$ cat config.mk
export PLATFORM = sky130hd
export DESIGN_NAME = vme_slot_slave
export DESIGN_NICKNAME = d
export VERILOG_FILES = /design/src/rtl/vme_dec_pkg.sv /design/src/rtl/vme_addr_dec.sv /design/src/rtl/vme_ctrl_regs.sv /design/src/rtl/vme_read_path.sv /design/src/rtl/vme_slot_slave.sv
export SDC_FILE = /design/constraint.sdc
export NUM_CORES = 1
export LEC_CHECK = 0
export BUFFER_PORTS_ARGS = -buffer_cell sky130_fd_sc_hd__buf_2
export CAP_MARGIN = 5
export CELL_PAD_IN_SITES_DETAIL_PLACEMENT = 2
export CELL_PAD_IN_SITES_GLOBAL_PLACEMENT = 2
export CORE_AREA = 2 2 374 376
export CTS_CLUSTER_DIAMETER = 80
export CTS_CLUSTER_SIZE = 40
export DETAILED_ROUTE_END_ITERATION = 8
export DIE_AREA = 0 0 376 378
export GPL_ROUTABILITY_DRIVEN = 0
export PLACE_DENSITY = 0.59
export SKIP_CTS_REPAIR_TIMING = 1
export SLEW_MARGIN = 20
export SYNTH_ARGS = -nofsm -noshare
export SYNTH_HDL_FRONTEND = slang
export SYNTH_SLANG_ARGS = --single-unit
$ cat constraint.sdc
create_clock -name clk -period 7.2 [get_ports clk]
set_input_delay 1.44 -clock clk [delete_from_list [all_inputs] [get_ports clk]]
set_output_delay 1.44 -clock clk [all_outputs]
set_load 0.1 [all_outputs]
$ cat src/rtl/vme_dec_pkg.sv
package vme_dec_pkg;

    localparam logic [5:0]  AM_SINGLE    = 6'h3D;
    localparam logic [5:0]  AM_BLK_A     = 6'h3B;
    localparam logic [5:0]  AM_BLK_B     = 6'h3F;

    localparam logic [15:0] OFS_CTRL     = 16'h0000;
    localparam logic [15:0] OFS_BLK_DATA = 16'h0100;
    localparam logic [15:0] OFS_BLK_CNT  = 16'h0101;

    localparam int FIFO_CLR_BIT = 9;
    localparam int THR_CLR_BIT  = 10;

    typedef enum logic [2:0] {
        ACC_NONE,
        ACC_CTRL,
        ACC_THR_WR,
        ACC_CHAN_RD,
        ACC_BLK_DATA,
        ACC_BLK_CNT
    } acc_kind_t;

    typedef struct packed {
        acc_kind_t  kind;
        logic [7:0] chan;   // channel number, 1-based
    } acc_dec_t;

    function automatic logic is_blk_am(input logic [5:0] am);
        return (am == AM_BLK_A) || (am == AM_BLK_B);
    endfunction

    function automatic acc_dec_t decode_access(
        input logic [23:0] addr,
        input logic [5:0]  am,
        input logic        wr,
        input logic [3:0]  slot,
        input int          nch
    );
        acc_dec_t   d;
        logic [15:0] ofs;
        logic [7:0]  ch;
        d.kind = ACC_NONE;
        d.chan = '0;
        ofs    = addr[15:0];
        ch     = addr[15:8];
        if (addr[23:20] == 4'h0 && addr[19:16] == slot) begin
            if (is_blk_am(am)) begin
                if (!wr && ofs == OFS_BLK_DATA)
                    d.kind = ACC_BLK_DATA;
                else if (!wr && ofs == OFS_BLK_CNT)
                    d.kind = ACC_BLK_CNT;
            end else if (am == AM_SINGLE) begin
                if (ofs == OFS_CTRL) begin
                    if (wr)
                        d.kind = ACC_CTRL;
                end else if (addr[7:0] == 8'h00 && int'(ch) <= nch) begin
                    d.kind = wr ? ACC_THR_WR : ACC_CHAN_RD;
                    d.chan = ch;
                end
            end
        end
        return d;
    endfunction

endpackage

$ cat src/rtl/vme_addr_dec.sv
module vme_addr_dec
    import vme_dec_pkg::*;
#(
    parameter int NCH = 32
) (
    input  logic [23:0] addr,
    input  logic [5:0]  am,
    input  logic        wr,
    input  logic [3:0]  slot,
    output acc_dec_t    dec
);

    always_comb begin
        dec = decode_access(addr, am, wr, slot, NCH);
    end

endmodule

$ cat src/rtl/vme_ctrl_regs.sv
module vme_ctrl_regs
    import vme_dec_pkg::*;
#(
    parameter int NCH      = 32,
    parameter int DW       = 16,
    parameter int TW       = 10,
    parameter int SCW      = 10,
    parameter int SC_RESET = 600
) (
    input  logic            clk,
    input  logic            rst,
    input  logic            strobe,
    input  acc_dec_t        dec,
    input  logic [DW-1:0]   wdata,
    output logic [SCW-1:0]  sample_count,
    output logic            fifo_rst_pulse,
    output logic            thr_rst_pulse,
    output logic [NCH*TW-1:0] thr_flat
);

    logic ctrl_hit;
    logic thr_hit;
    logic thr_clear;

    assign ctrl_hit  = strobe && (dec.kind == ACC_CTRL);
    assign thr_hit   = strobe && (dec.kind == ACC_THR_WR);
    assign thr_clear = ctrl_hit && wdata[THR_CLR_BIT];

    always_ff @(posedge clk) begin
        if (rst) begin
            sample_count   <= SCW'(SC_RESET);
            fifo_rst_pulse <= 1'b0;
            thr_rst_pulse  <= 1'b0;
        end else begin
            fifo_rst_pulse <= ctrl_hit && wdata[FIFO_CLR_BIT];
            thr_rst_pulse  <= thr_clear;
            if (ctrl_hit)
                sample_count <= wdata[SCW-1:0];
        end
    end

    for (genvar j = 0; j < NCH; j++) begin : g_thr
        always_ff @(posedge clk) begin
            if (rst)
                thr_flat[j*TW +: TW] <= '0;
            else if (thr_clear)
                thr_flat[j*TW +: TW] <= '0;
            else if (thr_hit && dec.chan == 8'(j + 1))
                thr_flat[j*TW +: TW] <= wdata[TW-1:0];
        end
    end

    AST_THR_CLEARED: assert property (@(posedge clk) disable iff (rst)
        thr_rst_pulse |-> (thr_flat == '0));

    AST_PULSE_FROM_CTRL: assert property (@(posedge clk) disable iff (rst)
        !ctrl_hit |=> (!fifo_rst_pulse && !thr_rst_pulse));

endmodule

$ cat src/rtl/vme_read_path.sv
module vme_read_path
    import vme_dec_pkg::*;
#(
    parameter int NCH = 32,
    parameter int DW  = 16
) (
    input  logic              clk,
    input  logic              rst,
    input  logic              strobe,
    input  acc_dec_t          dec,
    input  logic              cnt_clear,
    input  logic [NCH*DW-1:0] chan_rd_data,
    input  logic [DW-1:0]     merged_rd_data,
    output logic [NCH-1:0]    chan_rd_en,
    output logic              merged_rd_en,
    output logic              ack,
    output logic [DW-1:0]     rdata
);

    logic [DW-1:0] blk_cnt;
    logic [DW-1:0] chan_word;
    logic [DW-1:0] read_word;
    logic          is_read;
    logic          accepted;

    for (genvar j = 0; j < NCH; j++) begin : g_ren
        assign chan_rd_en[j] = strobe && (dec.kind == ACC_CHAN_RD) &&
                               (dec.chan == 8'(j + 1));
    end

    assign merged_rd_en = strobe && (dec.kind == ACC_BLK_DATA);
    assign accepted     = strobe && (dec.kind != ACC_NONE);
    assign is_read      = (dec.kind == ACC_CHAN_RD) || (dec.kind == ACC_BLK_DATA) ||
                          (dec.kind == ACC_BLK_CNT);

    always_comb begin
        chan_word = '0;
        for (int j = 0; j < NCH; j++) begin
            if (dec.chan == 8'(j + 1))
                chan_word = chan_rd_data[j*DW +: DW];
        end
    end

    always_comb begin
        unique case (dec.kind)
            ACC_CHAN_RD:  read_word = chan_word;
            ACC_BLK_DATA: read_word = merged_rd_data;
            ACC_BLK_CNT:  read_word = blk_cnt;
            default:      read_word = '0;
        endcase
    end

    always_ff @(posedge clk) begin
        if (rst) begin
            blk_cnt <= '0;
            ack     <= 1'b0;
            rdata   <= '0;
        end else begin
            ack   <= accepted;
            rdata <= (accepted && is_read) ? read_word : '0;
            if (cnt_clear)
                blk_cnt <= '0;
            else if (merged_rd_en)
                blk_cnt <= blk_cnt + 1'b1;
        end
    end

    AST_ONE_READ_ENABLE: assert property (@(posedge clk) disable iff (rst)
        $onehot0({chan_rd_en, merged_rd_en}));

endmodule

$ cat src/rtl/vme_slot_slave.sv
module vme_slot_slave
    import vme_dec_pkg::*;
#(
    parameter int NCH      = 32,
    parameter int DW       = 16,
    parameter int TW       = 10,
    parameter int SCW      = 10,
    parameter int SC_RESET = 600
) (
    input  logic              clk,
    input  logic              rst,
    input  logic [3:0]        slot_id,
    input  logic [23:0]       bus_addr,
    input  logic [5:0]        bus_am,
    input  logic              bus_write,
    input  logic [DW-1:0]     bus_wdata,
    input  logic              bus_strobe,
    output logic              bus_ack,
    output logic [DW-1:0]     bus_rdata,
    output logic [SCW-1:0]    sample_count,
    output logic              fifo_rst_pulse,
    output logic              thr_rst_pulse,
    output logic [NCH*TW-1:0] thresholds,
    output logic [NCH-1:0]    chan_rd_en,
    input  logic [NCH*DW-1:0] chan_rd_data,
    output logic              merged_rd_en,
    input  logic [DW-1:0]     merged_rd_data
);

    acc_dec_t dec;
    logic     cnt_clear;

    assign cnt_clear = bus_strobe && (dec.kind == ACC_CTRL) && bus_wdata[FIFO_CLR_BIT];

    vme_addr_dec #(.NCH(NCH)) u_dec (
        .addr (bus_addr),
        .am   (bus_am),
        .wr   (bus_write),
        .slot (slot_id),
        .dec  (dec)
    );

    vme_ctrl_regs #(
        .NCH(NCH), .DW(DW), .TW(TW), .SCW(SCW), .SC_RESET(SC_RESET)
    ) u_regs (
        .clk            (clk),
        .rst            (rst),
        .strobe         (bus_strobe),
        .dec            (dec),
        .wdata          (bus_wdata),
        .sample_count   (sample_count),
        .fifo_rst_pulse (fifo_rst_pulse),
        .thr_rst_pulse  (thr_rst_pulse),
        .thr_flat       (thresholds)
    );

    vme_read_path #(.NCH(NCH), .DW(DW)) u_rd (
        .clk            (clk),
        .rst            (rst),
        .strobe         (bus_strobe),
        .dec            (dec),
        .cnt_clear      (cnt_clear),
        .chan_rd_data   (chan_rd_data),
        .merged_rd_data (merged_rd_data),
        .chan_rd_en     (chan_rd_en),
        .merged_rd_en   (merged_rd_en),
        .ack            (bus_ack),
        .rdata          (bus_rdata)
    );

    AST_ACK_FOLLOWS: assert property (@(posedge clk) disable iff (rst)
        (bus_strobe && dec.kind != ACC_NONE) |=> bus_ack);

    AST_ACK_NEEDS_STROBE: assert property (@(posedge clk) disable iff (rst)
        bus_ack |-> $past(bus_strobe));

    AST_FOREIGN_SLOT: assert property (@(posedge clk) disable iff (rst)
        (bus_strobe && bus_addr[19:16] != slot_id) |=> !bus_ack);

    AST_BAD_MODIFIER: assert property (@(posedge clk) disable iff (rst)
        (bus_strobe && bus_am != AM_SINGLE && bus_am != AM_BLK_A && bus_am != AM_BLK_B)
        |=> !bus_ack);

    AST_BLK_PRIORITY: assert property (@(posedge clk) disable iff (rst)
        (bus_strobe && !bus_write && is_blk_am(bus_am) &&
         bus_addr == {4'h0, slot_id, OFS_BLK_DATA})
        |-> (merged_rd_en && !chan_rd_en[0]));

    AST_COUNT_HELD: assert property (@(posedge clk) disable iff (rst)
        !(bus_strobe && bus_write) |=> $stable(sample_count));

endmodule

==> flow_summary.yaml, run 1 <==
pwr:
  switching_share_pct: 30.5
  seqPwrFrac_pct: 43.3
  cellLeakagePower_nw: 11.0
  combPwrFrac_pct: 9.8
  internal_power_mw: 3.24
  total_power_mw: 4.65
  switching_power_mw: 1.42
  vdd_drop_max_v: 0.000119
  clkPwrFrac_pct: 46.8
  p_per_area_mw_per_mm2: 168
routing:
  routed-via-count: 24800
  vias_per_cell: 4.69
  dr.pass1.iters: 8
  drc: 0
  drt_iter0_markers: 2165
  ant_nets: 0
  wirelength_um: 187000
  wl_per_cell_um: 35.4
global_routing:
  antenna_found_initial: 72
  grt_pass1_vias: 25500
  grtUsageTotal_pct: 25.3
  grt.overflow.total: 0
  grt_pass1_wl_um: 241000
  grt_max_degree: 76
place:
  place_ws_ns: 1.02
  dp.final_hpwl_um: 151000
  dpl-instance-area_mm2: 0.0263
  placedCellCount: 5194
  port_buffers: 958
cells_and_area:
  drive_above_1_share_pct: 36.8
  fin_cells: 5286
  final_core_util_pct: 20.0
  final_nets: 4008
  areaGrowthSynthToFinish_pct: 54.2
  final_common_cell: "buf_2"
  design_area_mm2: 0.0277
  final_cell_mix: "buf_2 (925), nand2_1 (753), a21oi_1 (379), dfxtp_1 (365), nor2_1 (172)"
synthesis:
  yosysTopAreaCellShare_pct: 40.7
  synthTopCellsByArea: "dfxtp_1 (41%), nand2_1 (16%), a21oi_1 (11%)"
  synth_top_flop_cell: "dfxtp_1"
  synth-seq-area-share_pct: 40.7
  synth_top_area_cell: "dfxtp_1"
  synth_enable_flop_cells: 0
  syn_area_per_cell_um2: 7.39
  yosysWarnings: 0
  synth_cells: 2429
  ys_seq_elements: 365
  mappedNetlistNets: 3012
  synthArstFlopShare_pct: 0
  syn-cell-area_mm2: 0.0179
  yosysUniqueCellTypes: 79
sta:
  tightest_slew_ns: 1.29
  hold_viol_final: 0
  fin_tns_setup_ns: 0
  timing.fmax_mhz: 162
  maxSlewViolCount: 0
  hold_ws_ns: 0.451
  period_share_pct: 85.6
  setup_viol: 0
  finClkSkew_ns: 0.0110
  finalWorstSetupSlack_ns: 1.04
  relSlewSlack_pct: 13.6
  period_needed_ns: 6.16
  rsz0062_at_grt: "false"
die:
  rows: 137
  die-area_mm2: 0.142
  initial_core_util_pct: 13.0
  core_area_mm2: 0.139
  die_y_um: 378
  die_w_um: 376
  top_level_ports: 964
clock_tree:
  clk_path_buf_depth: 3
  root_buffer: "clkbuf_16"
  cts_tree: "done"
  cts.sinks: 365
  cts.htree.levels: 2
  clkLatencyLatePin_ns: 0.60
  clk_pin_slew_worst_paths_ns: 0.08
  cts_buffers: 36
setup_path:
  arrival_ns: 4.72
  required_ns: 5.76
  crit_path_end_kind: "output pin"
  cp_max_fo: 24
  crit_type: "in -> out"
  reg2reg_depth: 8
  startpoint_type: "input pin"
job:
  cap_violations: 0
run_status:
  status: "complete, no violations"
worst_hold_path:
  hold_depth: 2
  hold_class: "reg -> reg"
[power by group through the flow]
| stage | Sequential, mW | Clock [mW] | Combinational (mW) |
|---|---|---|---|
| finish | 2.02 | 2.18 | 0.457 |
| global route | 2.02 | 2.31 | 0.475 |
| CTS | 2.02 | 2.25 | 0.456 |
| detailed placement | 2.06 | 0 | 0.455 |
| global placement | 2.06 | 0 | 0.451 |
| floorplan | 2.06 | 0 | 0.117 |
[cells by family (layout without fill, tap and decap cells)]
| logic type | after synthesis | in the layout | share of synthesized area, % |
|---|---|---|---|
| DFF | 365 | 365 | 40.7 |
| AOI/OAI and AO/OA | 722 | 722 | 25.6 |
| adders and majority gates | 1 | 1 | 0.0697 |
| and+or+nand+nor | 1109 | 1109 | 26.7 |
| other | 0 | 28 | 0 |
| muxes | 27 | 27 | 1.56 |
| buffers and inverters | 183 | 1205 | 4.34 |
| xor gates and xnor gates | 22 | 22 | 1.07 |
[cells in the mapped netlist, types with 26 or more instances]
cell type	count
clkbuf_1	98
dfxtp_1	365
a22oi_1	46
nor3_1	26
buf_2	58
nor2_1	176
o21ai_0	61
a221oi_1	40
nand3_1	33
a21oi_1	379
nand2_1	754
a222oi_1	33
[state kept, by name, summed over array words and instances, names as in the netlist]
register / cells
u_rd.ack: 1
u_rd.blk_cnt: 16
u_rd.rdata: 16
u_regs.fifo_rst_pulse: 1
u_regs.sample_count: 10
u_regs.thr_flat: 320
u_regs.thr_rst_pulse: 1
[worst max-delay path: stages]
cell	delay [ns]
buf_2	0.47
nand2b_1	0.51
buf_4	0.37
nor2_1	0.91
nand2_1	0.46
nor2_1	0.31
buf_12	0.21
[final timing paths]
path	startpoint	end	slack (ns)
hold reg to reg	u_regs.thr_flat[24]	u_regs.thr_flat[24]	0.45
setup / recovery	bus_addr[10]	chan_rd_en[19]	1.04
hold / removal	u_regs.thr_flat[24]	u_regs.thr_flat[24]	0.45
setup reg to reg	u_rd.blk_cnt[3]	u_rd.blk_cnt[15]	4.95
[layer usage]
layer  wire, µm  vias up  GRT usage (%)
li1           -    10700              -
met1      80700    12700           32.5
met2      87100     1197           41.9
met3      14200      213           6.45
met4       5120       18           6.63
met5         95        -              0
[final cells by class]
cell class | instances | area [µm²]
Multi-Input combinational cell | 1881 | 10000
Inverter | 11 | 41.3
Timing Repair Buffer | 1130 | 6670
Tap cell | 1807 | 2260
Antenna cell | 28 | 70.1
Fill cell | 16600 | 111000
Clock buffer | 39 | 942
Clock inverter | 25 | 350
Sequential cell | 365 | 7310
No activity file was read; power rests on OpenSTA's default activity.
==> run 2: changes to the inputs <==
Settings changed: ABC_AREA from default to 1, CORE_AREA 2 2 374 376 to 2 2 375 377, DIE_AREA 0 0 376 378 to 0 0 377 379, GPL_ROUTABILITY_DRIVEN 0 to default.
==> run 2 against run 1 <==
Net effect: worst hold slack improved by 0.014 ns; via count fell by 11%; combinational power fell by 34%; cell count fell by 1.0%; non-clock buffer count fell by 40; die area rose by 0.53%; clock power fell by 29%; critical endpoint is now chan_rd_en[25]; largest power group is now registers.
==> flow_summary.yaml, run 2 <==
sta:
  period_share_pct: 90.9
  hold_ws_ns: 0.465
  finClkSkew_ns: 0.0173
  setup_viol: 0
  timing.fmax_mhz: 153
  period_needed_ns: 6.55
  hold_viol_final: 0
  fin_tns_setup_ns: 0
  rsz0062_at_grt: "false"
  maxSlewViolCount: 0
  finalWorstSetupSlack_ns: 0.652
  relSlewSlack_pct: 25.3
  tightest_slew_ns: 1.12
cells_and_area:
  design_area_mm2: 0.0261
  final_common_cell: "buf_2"
  final_nets: 3978
  largest_reg_flops: 320
  final_cell_mix: "buf_2 (926), nand2_1 (467), a21oi_1 (430), o21ai_0 (369), dfxtp_1 (365)"
  fin_cells: 5233
  largest-register: "u_regs.thr_flat"
  reg.largest.list: "u_regs.thr_flat x320, u_rd.blk_cnt x16, u_rd.rdata x16"
  drive_above_1_share_pct: 35.5
  areaGrowthSynthToFinish_pct: 50.8
synthesis:
  synth-seq-area-share_pct: 42.2
  synthTopCellsByArea: "dfxtp_1 (42%), a21oi_1 (12%), o21ai_0 (11%)"
  synth_xor_xnor_area_share_pct: 0.0505
  mappedNetlistNets: 3060
  ys_top_cells_by_count: "nand2_1 (468), a21oi_1 (430), o21ai_0 (369)"
  synthSimpleGateAreaFrac_pct: 21.6
  synth_cells: 2477
  yosysMostFrequentCell: "nand2_1"
  synth_compound_area_share_pct: 28.7
  synth_enable_flop_cells: 0
  synthArstFlopShare_pct: 0
  yosysWarnings: 0
  synth.area.mux_share_pct: 0
  ys_seq_elements: 365
  synth_top_area_cell: "dfxtp_1"
  synth_top_flop_cell: "dfxtp_1"
  synth_top_family_by_area: "compound AO/OA/AOI/OAI gates"
  syn_area_per_cell_um2: 7.00
  syn-cell-area_mm2: 0.0173
  yosysTopAreaCellShare_pct: 42.2
  yosysUniqueCellTypes: 43
  synth_fa_ha_area_share_pct: 0.0722
setup_path:
  path_buf_inv: 7
  crit_type: "in -> out"
  cp_cell_sequence: "buf_2 > nor2_1 > nand3_2 > buf_4 > nor2_1 > inv_1 > buf_4 > nor4_1 > nand2_1 > nand2_1 > inv_1 > nor2_1 > nand2_2 > buf_4 > nor2_1 > buf_12"
  arrival_ns: 5.11
  crit_path_end: "chan_rd_en[25]"
  critPathLaunch: "bus_addr[15]"
  r2r_slack_ns: 5.11
  startpoint_type: "input pin"
  slowest_delay_ns: 0.41
  r2r_start: "u_rd.blk_cnt[0]"
  reg2reg_depth: 11
  r2r-end: "u_rd.blk_cnt[15]"
  slowest_stage: "nor4_1"
  crit_cells: 16
  crit_path_end_kind: "output pin"
  cp_common_cell: "nor2_1"
  critical-path-top-delay-family: "simple AND/OR/NAND/NOR gates"
  cp_max_fo: 12
  required_ns: 5.76
pwr:
  combPwrFrac_pct: 7.8
  seqPwrFrac_pct: 52.1
  vdd_drop_max_v: 0.000151
  internal_power_mw: 2.79
  clkPwrFrac_pct: 40.1
  p_per_area_mw_per_mm2: 148
  switching_share_pct: 28.0
  switching_power_mw: 1.08
  cellLeakagePower_nw: 12.2
global_routing:
  grt_pass1_wl_um: 177000
  grtUsageTotal_pct: 17.4
  grt_max_degree: 135
  grt.overflow.total: 0
  antenna_found_initial: 32
  grt_pass1_vias: 22700
routing:
  ant_nets: 0
  drc: 0
  routed-via-count: 22100
  wl_per_cell_um: 25.3
  dr.pass1.iters: 4
  vias_per_cell: 4.21
  drt_iter0_markers: 1066
  wirelength_um: 132000
clock_tree:
  clkLatencyLatePin_ns: 0.57
  clk_path_buf_depth: 3
  cts_tree: "done"
  cts.htree.levels: 1
  root_buffer: "clkbuf_16"
  cts_buffers: 22
  clk_pin_slew_worst_paths_ns: 0.10
  cts.sinks: 365
place:
  dpl-instance-area_mm2: 0.0253
  gp_congestion: 0.843
  dp.final_hpwl_um: 107000
  port_buffers: 958
  place_ws_ns: 0.133
  placedCellCount: 5178
worst_hold_path:
  hold_class: "reg -> reg"
die:
  die_y_um: 379
  die_w_um: 377
  initial_core_util_pct: 12.5
  rows: 137
  die-area_mm2: 0.143
  core_area_mm2: 0.139
  top_level_ports: 964
job:
  cap_violations: 0
run_status:
  status: "complete, no violations"
[run 2: cell types whose count changed after synthesis, moves of 28 or more]
cell / change
inv_1: +101
nand3_1: +73
o21ai_0: +308
a222oi_1: -33
o211ai_1: +70
a22oi_1: -46
nand4_1: +28
nand2_1: -286
buf_2: -39
clkbuf_1: +74
a21oi_1: +51
nor2_1: -28
[run 2: logic make-up after synthesis]
kind of cell | count (synthesis)
compound gates | 932
simple gates | 850
flops | 365
buf+inv | 328
xor+xnor | 1
fa+ha+maj | 1
[run 2: worst min-delay path by stage]
stage	start	end	slack, ns	cells past startpoint
2_1_floorplan	u_rd.blk_cnt[12]	u_rd.blk_cnt[12]	0.48	2
3_3_place_gp	u_regs.sample_count[9]	u_regs.sample_count[9]	0.44	2
3_5_place_dp	u_regs.thr_flat[78]	u_regs.thr_flat[78]	0.46	2
4_1_cts	u_regs.thr_flat[77]	u_regs.thr_flat[77]	0.47	2
5_1_grt	u_regs.thr_flat[74]	u_regs.thr_flat[74]	0.50	2
6_report	u_regs.sample_count[9]	u_regs.sample_count[9]	0.46	2
[run 2: tightest hold or removal path: stages (launching register included)]
cell	delay, ns
dfxtp_1	0.32
nand2_1	0.06
nand2_1	0.05
[run 2: final cells by class]
type | instances | area [µm²]
well taps | 1807 | 2260
repair buffers | 1090 | 6390
fillers | 16800 | 113000
diodes | 15 | 37.5
clock inverters | 18 | 262
multi-input cells | 1784 | 8810
clock buffers | 22 | 551
flip-flops and latches | 365 | 7310
inverters | 132 | 505
[run 2: power groups by stage]
stage | clock, mW | combinational [mW] | sequential [mW]
5_1_grt | 1.69 | 0.325 | 2.02
4_1_cts | 1.63 | 0.306 | 2.02
3_3_place_gp | 0 | 0.302 | 2.06
6_report | 1.55 | 0.301 | 2.02
2_1_floorplan | 0 | 0.0645 | 2.06
3_5_place_dp | 0 | 0.305 | 2.06
[run 2: layer usage]
| metal | global-route usage [%] | vias up | share of wire [%] |
|---|---|---|---|
| met5 | 0 | - | 0.13 |
| met4 | 4.66 | 24 | 2.6 |
| met3 | 4.97 | 128 | 7.3 |
| met2 | 30.2 | 670 | 48 |
| met1 | 20.9 | 10900 | 42 |
| li1 | - | 10300 | - |
[run 2: through the flow]
stage / power [mW] / utilization [%]
detailed placement: 2.37 / 18.2
CTS: 3.95 / 18.8
finish: 3.87 / 18.8
floorplan: 2.13 / -
global route: 4.03 / 18.8
global placement: 2.37 / 18.2
